<file path="config.mk">
export PLATFORM = sky130hd
export DESIGN_NAME = mirq_regs
export DESIGN_NICKNAME = d
export VERILOG_FILES = /design/src/rtl/mirq_pkg.sv /design/src/rtl/mirq_decode.sv /design/src/rtl/mirq_state.sv /design/src/rtl/mirq_out.sv /design/src/rtl/mirq_regs.sv
export SDC_FILE = /design/constraint.sdc
export NUM_CORES = 1
export LEC_CHECK = 0
export BUFFER_PORTS_ARGS = -buffer_cell sky130_fd_sc_hd__buf_2
export CAP_MARGIN = 20
export CORE_MARGIN = 2
export CORE_UTILIZATION = 47
export CTS_CLUSTER_SIZE = 12
export DETAILED_ROUTE_END_ITERATION = 8
export GPL_TIMING_DRIVEN = 1
export HOLD_SLACK_MARGIN = 0.06
export PLACE_DENSITY = 0.8
export SYNTH_ARGS = -nofsm -noshare
export SYNTH_HDL_FRONTEND = slang
export SYNTH_SLANG_ARGS = --single-unit
</file>
<file path="constraint.sdc">
create_clock -name clk -period 1.9 [get_ports clk]
set_clock_uncertainty 0.2 [all_clocks]
set_input_delay 0.19 -clock clk [delete_from_list [all_inputs] [get_ports clk]]
set_output_delay 0.19 -clock clk [all_outputs]
set_load 0.02 [all_outputs]
</file>
<file path="src/rtl/mirq_pkg.sv">
package mirq_pkg;
   typedef enum logic [2:0] {
      IX_STAT = 3'd0,
      IX_MASK = 3'd1,
      IX_EN   = 3'd2,
      IX_DIS  = 3'd3,
      IX_TRG  = 3'd4
   } reg_ix_e;

   typedef struct packed {
      logic clr;
      logic en;
      logic dis;
      logic trg;
   } wr_stb_t;
endpackage

</file>
<file path="src/rtl/mirq_decode.sv">
module mirq_decode
   import mirq_pkg::*;
#(
   parameter int ADDR_W = 3
) (
   input  logic              wr_en,
   input  logic [ADDR_W-1:0] addr,
   output wr_stb_t           stb
);
   if (ADDR_W < 3) begin : g_bad_addr
      $error("mirq_decode: ADDR_W must be at least 3");
   end

   always_comb begin
      stb = '0;
      if (wr_en) begin
         unique case (addr)
            ADDR_W'(IX_STAT): stb.clr = 1'b1;
            ADDR_W'(IX_EN):   stb.en  = 1'b1;
            ADDR_W'(IX_DIS):  stb.dis = 1'b1;
            ADDR_W'(IX_TRG):  stb.trg = 1'b1;
            default:          stb     = '0;
         endcase
      end
   end
endmodule

</file>
<file path="src/rtl/mirq_state.sv">
module mirq_state
   import mirq_pkg::*;
#(
   parameter int           W         = 32,
   parameter logic [W-1:0] IMPL      = 32'h003F_BFFF,
   parameter logic [W-1:0] CLR_BITS  = 32'h0003_BFFF,
   parameter logic [W-1:0] MASK_INIT = 32'h0003_BFFF
) (
   input  logic         clk,
   input  logic         rst_n,
   input  wr_stb_t      stb,
   input  logic [W-1:0] wdata,
   input  logic [W-1:0] events,
   output logic [W-1:0] status_q,
   output logic [W-1:0] mask_q
);
   logic [W-1:0] clr_v, set_v, en_v, dis_v, status_d, mask_d;

   always_comb begin
      clr_v    = stb.clr ? (wdata & CLR_BITS) : '0;
      set_v    = (stb.trg ? wdata : '0) | events;
      en_v     = stb.en  ? wdata : '0;
      dis_v    = stb.dis ? wdata : '0;
      // events are ORed in after the clear, so an event wins over a clear
      status_d = ((status_q & ~clr_v) | set_v) & IMPL;
      mask_d   = ((mask_q & ~en_v) | dis_v) & IMPL;
   end

   always_ff @(posedge clk or negedge rst_n) begin
      if (!rst_n) begin
         status_q <= '0;
         mask_q   <= MASK_INIT;
      end else begin
         status_q <= status_d;
         mask_q   <= mask_d;
      end
   end


   clr_bits_chk: assert property (@(posedge clk) disable iff (!rst_n)
      stb.clr |=> ((status_q & $past(wdata & CLR_BITS & ~events)) == '0));

   en_clears_chk: assert property (@(posedge clk) disable iff (!rst_n)
      stb.en |=> ((mask_q & $past(wdata)) == '0));

   dis_sets_chk: assert property (@(posedge clk) disable iff (!rst_n)
      stb.dis |=> ((mask_q & $past(wdata & IMPL)) == $past(wdata & IMPL)));

   trg_sets_chk: assert property (@(posedge clk) disable iff (!rst_n)
      stb.trg |=> ((status_q & $past(wdata & IMPL)) == $past(wdata & IMPL)));

   event_wins_chk: assert property (@(posedge clk) disable iff (!rst_n)
      (events != '0) |=> ((status_q & $past(events & IMPL)) == $past(events & IMPL)));
endmodule

</file>
<file path="src/rtl/mirq_out.sv">
module mirq_out #(
   parameter int W       = 32,
   parameter bit REG_OUT = 1'b1
) (
   input  logic         clk,
   input  logic         rst_n,
   input  logic [W-1:0] status,
   input  logic [W-1:0] mask,
   output logic         irq
);
   logic pend;
   assign pend = |(status & ~mask);

   if (REG_OUT) begin : g_reg
      logic irq_q;
      always_ff @(posedge clk or negedge rst_n) begin
         if (!rst_n) irq_q <= 1'b0;
         else        irq_q <= pend;
      end
      assign irq = irq_q;


      irq_low_chk: assert property (@(posedge clk) disable iff (!rst_n)
         ((status & ~mask) == '0) |=> !irq);

      irq_high_chk: assert property (@(posedge clk) disable iff (!rst_n)
         ((status & ~mask) != '0) |=> irq);
   end else begin : g_comb
      assign irq = pend;
   end
endmodule

</file>
<file path="src/rtl/mirq_regs.sv">
module mirq_regs
   import mirq_pkg::*;
#(
   parameter int            W         = 32,
   parameter int            ADDR_W    = 3,
   parameter logic [W-1:0]  RSVD_BITS = 32'hFFC0_4000,
   parameter logic [W-1:0]  CLR_BITS  = 32'h0003_BFFF,
   parameter logic [W-1:0]  MASK_INIT = 32'h0003_BFFF,
   parameter bit            REG_OUT   = 1'b1
) (
   input  logic              clk,
   input  logic              rst_n,
   input  logic [ADDR_W-1:0] reg_addr,
   input  logic              wr_en,
   input  logic [W-1:0]      wr_data,
   input  logic              rd_en,
   output logic [W-1:0]      rd_data,
   input  logic [W-1:0]      events,
   output logic              irq
);
   localparam logic [W-1:0] IMPL = ~RSVD_BITS;

   if ((CLR_BITS & RSVD_BITS) != '0) begin : g_bad_clr
      $error("mirq_regs: clearable bits overlap reserved bits");
   end
   if ((MASK_INIT & RSVD_BITS) != '0) begin : g_bad_init
      $error("mirq_regs: mask reset value sets reserved bits");
   end

   wr_stb_t      stb;
   logic [W-1:0] status_q, mask_q;

   mirq_decode #(.ADDR_W(ADDR_W)) i_dec (
      .wr_en (wr_en),
      .addr  (reg_addr),
      .stb   (stb)
   );

   mirq_state #(
      .W(W), .IMPL(IMPL), .CLR_BITS(CLR_BITS), .MASK_INIT(MASK_INIT)
   ) i_state (
      .clk      (clk),
      .rst_n    (rst_n),
      .stb      (stb),
      .wdata    (wr_data),
      .events   (events),
      .status_q (status_q),
      .mask_q   (mask_q)
   );

   mirq_out #(.W(W), .REG_OUT(REG_OUT)) i_out (
      .clk    (clk),
      .rst_n  (rst_n),
      .status (status_q),
      .mask   (mask_q),
      .irq    (irq)
   );

   always_comb begin
      rd_data = '0;
      if (rd_en) begin
         if (reg_addr == ADDR_W'(IX_STAT))      rd_data = status_q;
         else if (reg_addr == ADDR_W'(IX_MASK)) rd_data = mask_q;
      end
   end


   rsvd_read_chk: assert property (@(posedge clk) disable iff (!rst_n)
      (rd_data & RSVD_BITS) == '0);

   strobe_read_chk: assert property (@(posedge clk) disable iff (!rst_n)
      (rd_en && (reg_addr == ADDR_W'(IX_EN) || reg_addr == ADDR_W'(IX_DIS)
                 || reg_addr == ADDR_W'(IX_TRG))) |-> (rd_data == '0));

   mask_nowrite_chk: assert property (@(posedge clk) disable iff (!rst_n)
      (wr_en && reg_addr == ADDR_W'(IX_MASK)) |=> $stable(mask_q));
endmodule

</file>
; ---- Yosys cells after proc, flatten, opt, wreduce, memory -nomap -nowiden
; Index checks and enable logic that the tools add are counted.
[word_totals]
register_bits = 43
inputBits = 71
out_inout_bits = 33
word_cells = 30
[op_classes]
n_eq_ne = 4
n_mux = 12
bitwise_logic = 9
reduce_logical = 2
[op_table]
columns = op, count
row1 = $mux 22, 6
row2 = $or 22x22->22, 3
row3 = $and 22x22->22, 2
row4 = $not 22->22, 2
row5 = $and 22x32->32, 1
row6 = $not 22->32, 1
row7 = $reduce_or 32->1, 1
row8 = $mux 18, 1
row9 = $eq 3x2->1 const B, 2
row10 = $mux 1, 4
row11 = $mux 4, 1
row12 = $eq 3x1->1 const B, 1
row13 = $eq 3x3->1 const B, 1
row14 = $logic_not 3->1, 1

; ---- Logic depth before layout (Yosys ltp)
; Gate-level depths: netlist of the first run.
[logic_depth]
ltp_word = 7
mapped_depth = 6
ltp_nobuf = 4

; ---- Hierarchy
; A second synthesis of the first run with hierarchy kept.
[unflattened]
cells_unflattened = 284
hier_area_um2 = 2668.8
[by_module_without_submodules]
columns = module, n_inst, cells_each, area_each_um2, seq_area_each_um2
row1 = mirq_state, 1, 153, 1834.3, 1072.3
row2 = mirq_regs, 1, 73, 508.0, 0.0
row3 = mirq_out, 1, 54, 276.5, 25.0
row4 = mirq_decode, 1, 4, 50.0, 0.0

; ---- Least setup slack after synthesis of the first run
; No wires, ideal clock.
[synth_timing]
path_kind = in2out
from = in reg_addr[1]
to = out rd_data[0]
arrival_ns = 1.187
t_required_ns = 1.510
path_slack_ns = 0.323
cell_stages = 4
path_buffers = 1
cell_sequence = nor3b_1 -> clkbuf_1 -> a22oi_1 -> nor2b_1
[synth_between]
elab_chain_len = 4
elab_cells_between_ends = 5
cone_classes = eq/ne (1) / mux (3) / reduce/logical (1)
[synth_lines]
columns = element, line
row1 = "start, declared", mirq_regs.sv:13  ; input logic [ADDR_W-1:0] reg_addr,
row2 = $eq 3x1->1, mirq_regs.sv:63  ; else if (reg_addr == ADDR_W'(IX_MASK)) rd_data = mask_q;
row3 = $mux 22, mirq_regs.sv:63
row4 = $mux 22 *, mirq_regs.sv:62  ; if (reg_addr == ADDR_W'(IX_STAT)) rd_data = status_q;
row5 = $mux 22 *, mirq_regs.sv:61  ; if (rd_en) begin
row6 = "end, declared", mirq_regs.sv:17  ; output logic [W-1:0] rd_data,
; Mark *: on every way between the ends. The rest lies on a longest branch, timed or not.

; ---- Worst setup path after layout of the first run
[layout_timing]
from = in reg_addr[1]
to = reg i_state.status_q[17]
[layout_between]
elab_chain_len = 7
elab_cells_between_ends = 11
cone_classes = eq/ne (1) / mux (5) / bitwise (4) / reduce/logical (1)
[layout_lines]
columns = element, line
row1 = $logic_not 3->1, mirq_decode.sv:17  ; unique case (addr)
row2 = $mux 1, mirq_decode.sv:17
row3 = $mux 4 *, mirq_decode.sv:16  ; if (wr_en) begin
row4 = $mux 18, mirq_state.sv:20  ; clr_v = stb.clr ? (wdata & CLR_BITS) : '0;
row5 = $not 22->22, mirq_state.sv:25  ; status_d = ((status_q & ~clr_v) | set_v) & IMPL;
row6 = $and 22x22->22, mirq_state.sv:25
row7 = $or 22x22->22 *, mirq_state.sv:25
row8 = named net i_state.status_d[17], mirq_state.sv:17  ; logic [W-1:0] clr_v, set_v, en_v, dis_v, status_d, mask_d;
row9 = "end signal, assigned", mirq_state.sv:34  ; status_q <= status_d;
row10 = "end, declared", mirq_state.sv:14  ; output logic [W-1:0] status_q,
; The timed path passes the listed nets; every way through them passes the cells marked *.

==> results of run 1 <==
[metrics by stage]
step	hold slack, ns	cells	power, mW
finish	0.193	435	2.37
global placement	-0.0281	363	1.58
detailed placement	-0.0187	363	1.60
floorplan	-0.306	241	1.43
global route	0.222	435	2.49
CTS	0.199	435	2.38
[cells in the mapped netlist]
cell type   n
nor4_1      2
and2_1      1
dfstp_2    17
buf_6       1
a22o_1     20
inv_1      19
clkbuf_1   12
a211o_1     4
and4b_1     1
nor3_2      1
nor3b_1     1
a21o_1      1
a2111oi_0   1
dfrtp_1    26
nor2b_1    23
o22ai_1     9
a221o_1    17
a22oi_1    21
conb_1      1
and4bb_2    2
a21oi_1     1
nand2_1    37
buf_4      12
nand3_1     1
[critical path: stages]
cell and delay (ns):
buf_2 0.14, and4bb_2 0.37, buf_12 0.19, a221o_1 0.35, dlygate4sd3_1 0.56
[layout by cell type, fill, tap and decap left out, drive strengths merged, types with 4 or more instances in the layout]
master and instances:
a211o 4, inv 19, conb 11, dfrtp 26
nor2b 23, a22o 20, clkbuf 5, dlygate4sd3 64
nand2 37, o22ai 9, a221o 17, a22oi 21
buf 80, dfstp 17
[registers in the layout (all words and copies together) (netlist names)]
| signal | count |
|---|---|
| i_state.status_q | 21 |
| i_state.mask_q | 21 |
| i_out.irq | 1 |
[area by class of cell]
class / instances / area share, %
inverter: 19 / 2.04
timing repair buffer: 144 / 31.6
sequential: 43 / 31.4
tap: 67 / 2.40
multi-input combinational: 154 / 29.4
clock buffer: 5 / 1.97
clock inverter: 3 / 1.25
[logic make-up (layout without fill, tap and decap cells)]
group,count (synthesis),after routing,synth area share [%]
compound gates,74,74,26.8
simple gates,69,69,15.7
other cells,1,11,0.164
buf+inv,44,171,9.49
flops,43,43,47.8
[routing by layer]
| layer | up-vias | GRT usage (%) |
|---|---|---|
| met1 | 1126 | 33.7 |
| met5 | - | 0 |
| li1 | 1097 | - |
| met4 | 0 | 11.3 |
| met2 | 122 | 44.7 |
| met3 | 14 | 3.98 |
[timing repair]
action	4_1_cts	5_1_grt
resized for setup	0	1
endpoints found under the hold margin	62	0
setup endpoints to repair	0	7
hold buffers	64	0
[path summary, 6_finish.rpt]
kind | end | slack, ns
worst max-delay path | i_state.status_q[17] | 0.05
worst min-delay path | i_state.status_q[13] | 0.19
worst max register to register | i_state.status_q[4] | 0.26
worst min register to register | i_state.mask_q[19] | 0.35
max in group asynchronous | i_state.mask_q[11] | 0.67
min in group clk | i_state.mask_q[19] | 0.35
[power groups by stage]
stage	Sequential, mW	Clock [mW]	Combinational [mW]
final	1.17	0.699	0.496
after global placement	1.18	0	0.397
after detailed placement	1.19	0	0.410
after global routing	1.19	0.759	0.545
after floorplan	1.16	0	0.268
after CTS	1.17	0.715	0.490
==> metrics.csv, run 1 <==
metric,value,unit
status,"finished, final reports clean",
Die Footprint,5450,sq um
largest net degree at the start of global routing,23,
critical path class,primary input to register,
area of the multi-input gates,1030,sq um
wire per inst,15.3,um
CTS buffer count,5,
DP Worst Slack,0.307,ns
Core Footprint,4720,sq um
Tmin final,1.85,ns
clock tree from TritonCTS,done,
RSZ-0062 raised after global routing,no,
Pins Over Slew Limit,0,
switching power,630,uW
Max Clk Rate,540,MHz
Reg area,1100,sq um
"wirelength, routed",6.66,mm
setup TNS,0,ns
Startpoint Class,primary input,
routed vias,2359,
fin crit share,97.5,%
HP Class,primary input to asynchronous set/reset pin,
Critical Path Fanout Max,12,
Comb pwr share,20.9,%
WL met2,3.44,mm
Critical path origin,reg_addr[1],
met3 WL post-DR,446,um
Layout fillers,329,
worst-case reg-to-reg path depth,2,
"Core Util, Final",74.0,%
Synth area leaders,"dfrtp_1, dfstp_2, a22o_1",
Die Span Y,73.9,um
post-synthesis cell area,2290,sq um
placed inst area,2740,sq um
Worst Setup End Kind,register,
Leak,1.55,nW
number of clock sinks,43,
global route overflow,0,
met1 WL,2.63,mm
Root Buffer,clkbuf_8,
post-synth top area cell,dfrtp_1,
chip width,73.9,um
WP data arrival,1.82,ns
IO Pins,104,
Detail Placement HPWL,4.11,mm
Max rail drop VDD,0.000369,V
CP required,1.87,ns
vias in the first global route,2364,
Clock Path Buffers,2,
Site Rows,25,
vias per inst,5.42,
area share of the largest cell type after synthesis,28.4,%
antenna violations before repair,0,
DRC,0,
worst-margin pin slew,0.500,ns
highest metal used,met4,
Layout Nets,438,
Initial Util,48.6,%
Post CTS Setup Buffer Count,0,
Worst-path clk slew,0.09,ns
mean post-synth cell area,9.93,sq um
"Seq/Total Area, Yosys",47.8,%
warnings from Yosys,0,
Clk network pwr share,29.5,%
number of max-cap violations,0,
Pint,1.74,mW
# H-tree levels,2,
Pwr Density,678,nW/um^2
Fin. Hold Viols,0,
Sw Share,26.6,%
Starting DRT DRC Count,174,
layout cells sized above 1,29.6,%
first-pass GRT wire length,10.8,mm
fin area,3500,sq um
"Setup violations, final",0,
number of synthesized register bits,43,
router iterations before antenna repair,5,
Mapped Cells,231,
number of diodes,0,
Synth-to-Final Area Change,52.4,%
Worst-Skew Late Latency,0.29,ns
Port Buffers,70,
max_slew headroom,66.7,%
gp weighted congestion,0.759,
GR Util All Layers,26.5,%
PnR worst setup slack,0.0471,ns
Final ANT Viol Nets,0,
sequential power share,49.6,%
Synth cell types,24,
r2r startpoint,i_state.status_q[4],
Note: power is estimated with default switching activity, not from simulation.
==> run 2: changes to the inputs <==
--- a/config.mk
+++ b/config.mk
@@ -16,2 +16,3 @@
 export PLACE_DENSITY = 0.8
+export RECOVER_POWER = 50
 export SYNTH_ARGS = -nofsm -noshare
==> constraint.sdc (replaced) <==
create_clock -name clk -period 1.9 [get_ports clk]
set_clock_uncertainty 0.2 [all_clocks]
set_input_delay 0.285 -clock clk [delete_from_list [all_inputs] [get_ports clk]]
set_output_delay 0.285 -clock clk [all_outputs]
set_load 0.02 [all_outputs]
==> metrics.csv, run 2 (same netlist as run 1, synthesis figures left out) <==
metric,value,unit
Initial Util,48.6,%
critical path class,primary input to primary output,
Post-Layout Cell Count,406,
DRC,0,
Root Buffer,clkbuf_8,
worst-margin pin slew,0.849,ns
chip width,73.9,um
worst-case reg-to-reg path depth,3,
wire per inst,15.9,um
Leak,1.44,nW
Crit path max-delay family,buffers and inverters,
vias in the first global route,2230,
Die Span Y,73.9,um
Layout Nets,409,
most frequent cells in the layout,"buf_2, nand2_1, dlygate4sd3_1, dfrtp_1, nor2b_1",
global route overflow,0,
"most common cell after layout, fill and taps aside",buf_2,
Synth-to-Final Area Change,36.8,%
Starting DRT DRC Count,172,
number of max-cap violations,0,
"slowest stage cell, crit path",buf_4,
Reg2Reg Capture Point,i_out.irq,
"wirelength, routed",6.44,mm
Pins Over Slew Limit,0,
# H-tree levels,2,
status,"finished, final reports clean",
Worst Hold Depth,2,
Pwr Density,704,nW/um^2
gp weighted congestion,0.741,
router iterations before antenna repair,4,
Clock Path Buffers,2,
HP Start,wr_data[3],
vias per inst,5.48,
Worst-path clk slew,0.08,ns
Final ANT Viol Nets,0,
Max stage delay on crit path,0.24,ns
IO Pins,104,
Port Buffers,70,
routed vias,2226,
critical path buffer and inverter count,3,
Worst-Skew Late Latency,0.29,ns
CTS buffer count,5,
HP Class,primary input to register,
Die Footprint,5450,sq um
Startpoint Class,primary input,
"most used cell, CP",buf_2,
Max Clk Rate,550,MHz
largest net degree at the start of global routing,24,
Tmin final,1.82,ns
dpl cells,362,
max_slew headroom,43.4,%
r2r startpoint,i_state.mask_q[9],
Site Rows,25,
"Setup violations, final",0,
WP data arrival,1.33,ns
Max rail drop VDD,0.000493,V
Worst Setup End Kind,primary output,
Critical Path Fanout Max,12,
GR Util All Layers,25.6,%
RSZ-0062 raised after global routing,no,
setup TNS,0,ns
number of diodes,0,
clock tree from TritonCTS,done,
Fin. Hold Viols,0,
Detail Placement HPWL,4.29,mm
Post CTS Setup Buffer Count,0,
Hold Crit Endpoint,i_state.status_q[3],
fin crit share,95.6,%
antenna violations before repair,0,
Core Footprint,4720,sq um
CP required,1.41,ns
number of clock sinks,43,
Reg2Reg Setup Slack,0.38,ns
first-pass GRT wire length,10.5,mm
layout cells sized above 1,30.7,%
worst-path cell chain,"buf_2, nor3_2, buf_4, a22oi_1, nor2b_1, buf_2",
## run 2: cell type report
type                            instances  area [sq um]
Clock buffer                            8          80.1
Fill cell                             384          1590
Inverter                               19          71.3
Multi-Input combinational cell        154          1020
Sequential cell                        43          1100
Tap cell                               67          83.8
Timing Repair Buffer                  115           785
## run 2: how the worst max path moves through the flow
stage,cells past startpoint,from,endpoint
global placement,6,reg_addr[0],rd_data[17]
global route,6,reg_addr[0],rd_data[17]
floorplan,4,reg_addr[1],rd_data[0]
finish,6,reg_addr[0],rd_data[17]
detailed placement,6,reg_addr[0],rd_data[17]
CTS,6,reg_addr[0],rd_data[17]
## run 2: what timing repair did
action                                 CTS  global route
hold buffers                            36             0
endpoints found under the hold margin   40             0
resized for setup                        0             0
## run 2: report_power, final
group | internal, mW | total, mW | switching, mW
Combinational | 0.236 | 0.462 | 0.226
Clock | 0.262 | 0.570 | 0.309
Sequential | 1.08 | 1.18 | 0.0933
## run 2: worst reg2reg max path, cell delays in order (launching register included)
cell and delay [ns]:
dfstp_2 0.54, o22ai_1 0.10, nor4_1 0.41, nand3_1 0.13
## run 2: metrics by stage
step	instance area [sq um]	power, mW	hold slack, ns	util, %	worst slack (ns)
after floorplan	2330	1.43	-0.211	-	0.133
after global placement	2730	1.58	0.0800	57.8	0.117
after detailed placement	2730	1.60	0.0948	57.8	0.0886
after CTS	3170	2.21	0.0610	67.1	0.0882
after global routing	3140	2.33	0.0654	66.4	0.0182
final	3140	2.21	0.0632	66.4	0.0827
## run 2: per-layer routing
metal  vias to the layer above  wire, um  global-route usage [%]
met1                      1070      2670                    31.4
met3                        19       396                    5.08
met5                         -         0                       0
met2                       101      3210                    43.6
met4                         0       163                    10.7
li1                       1036         -                       -
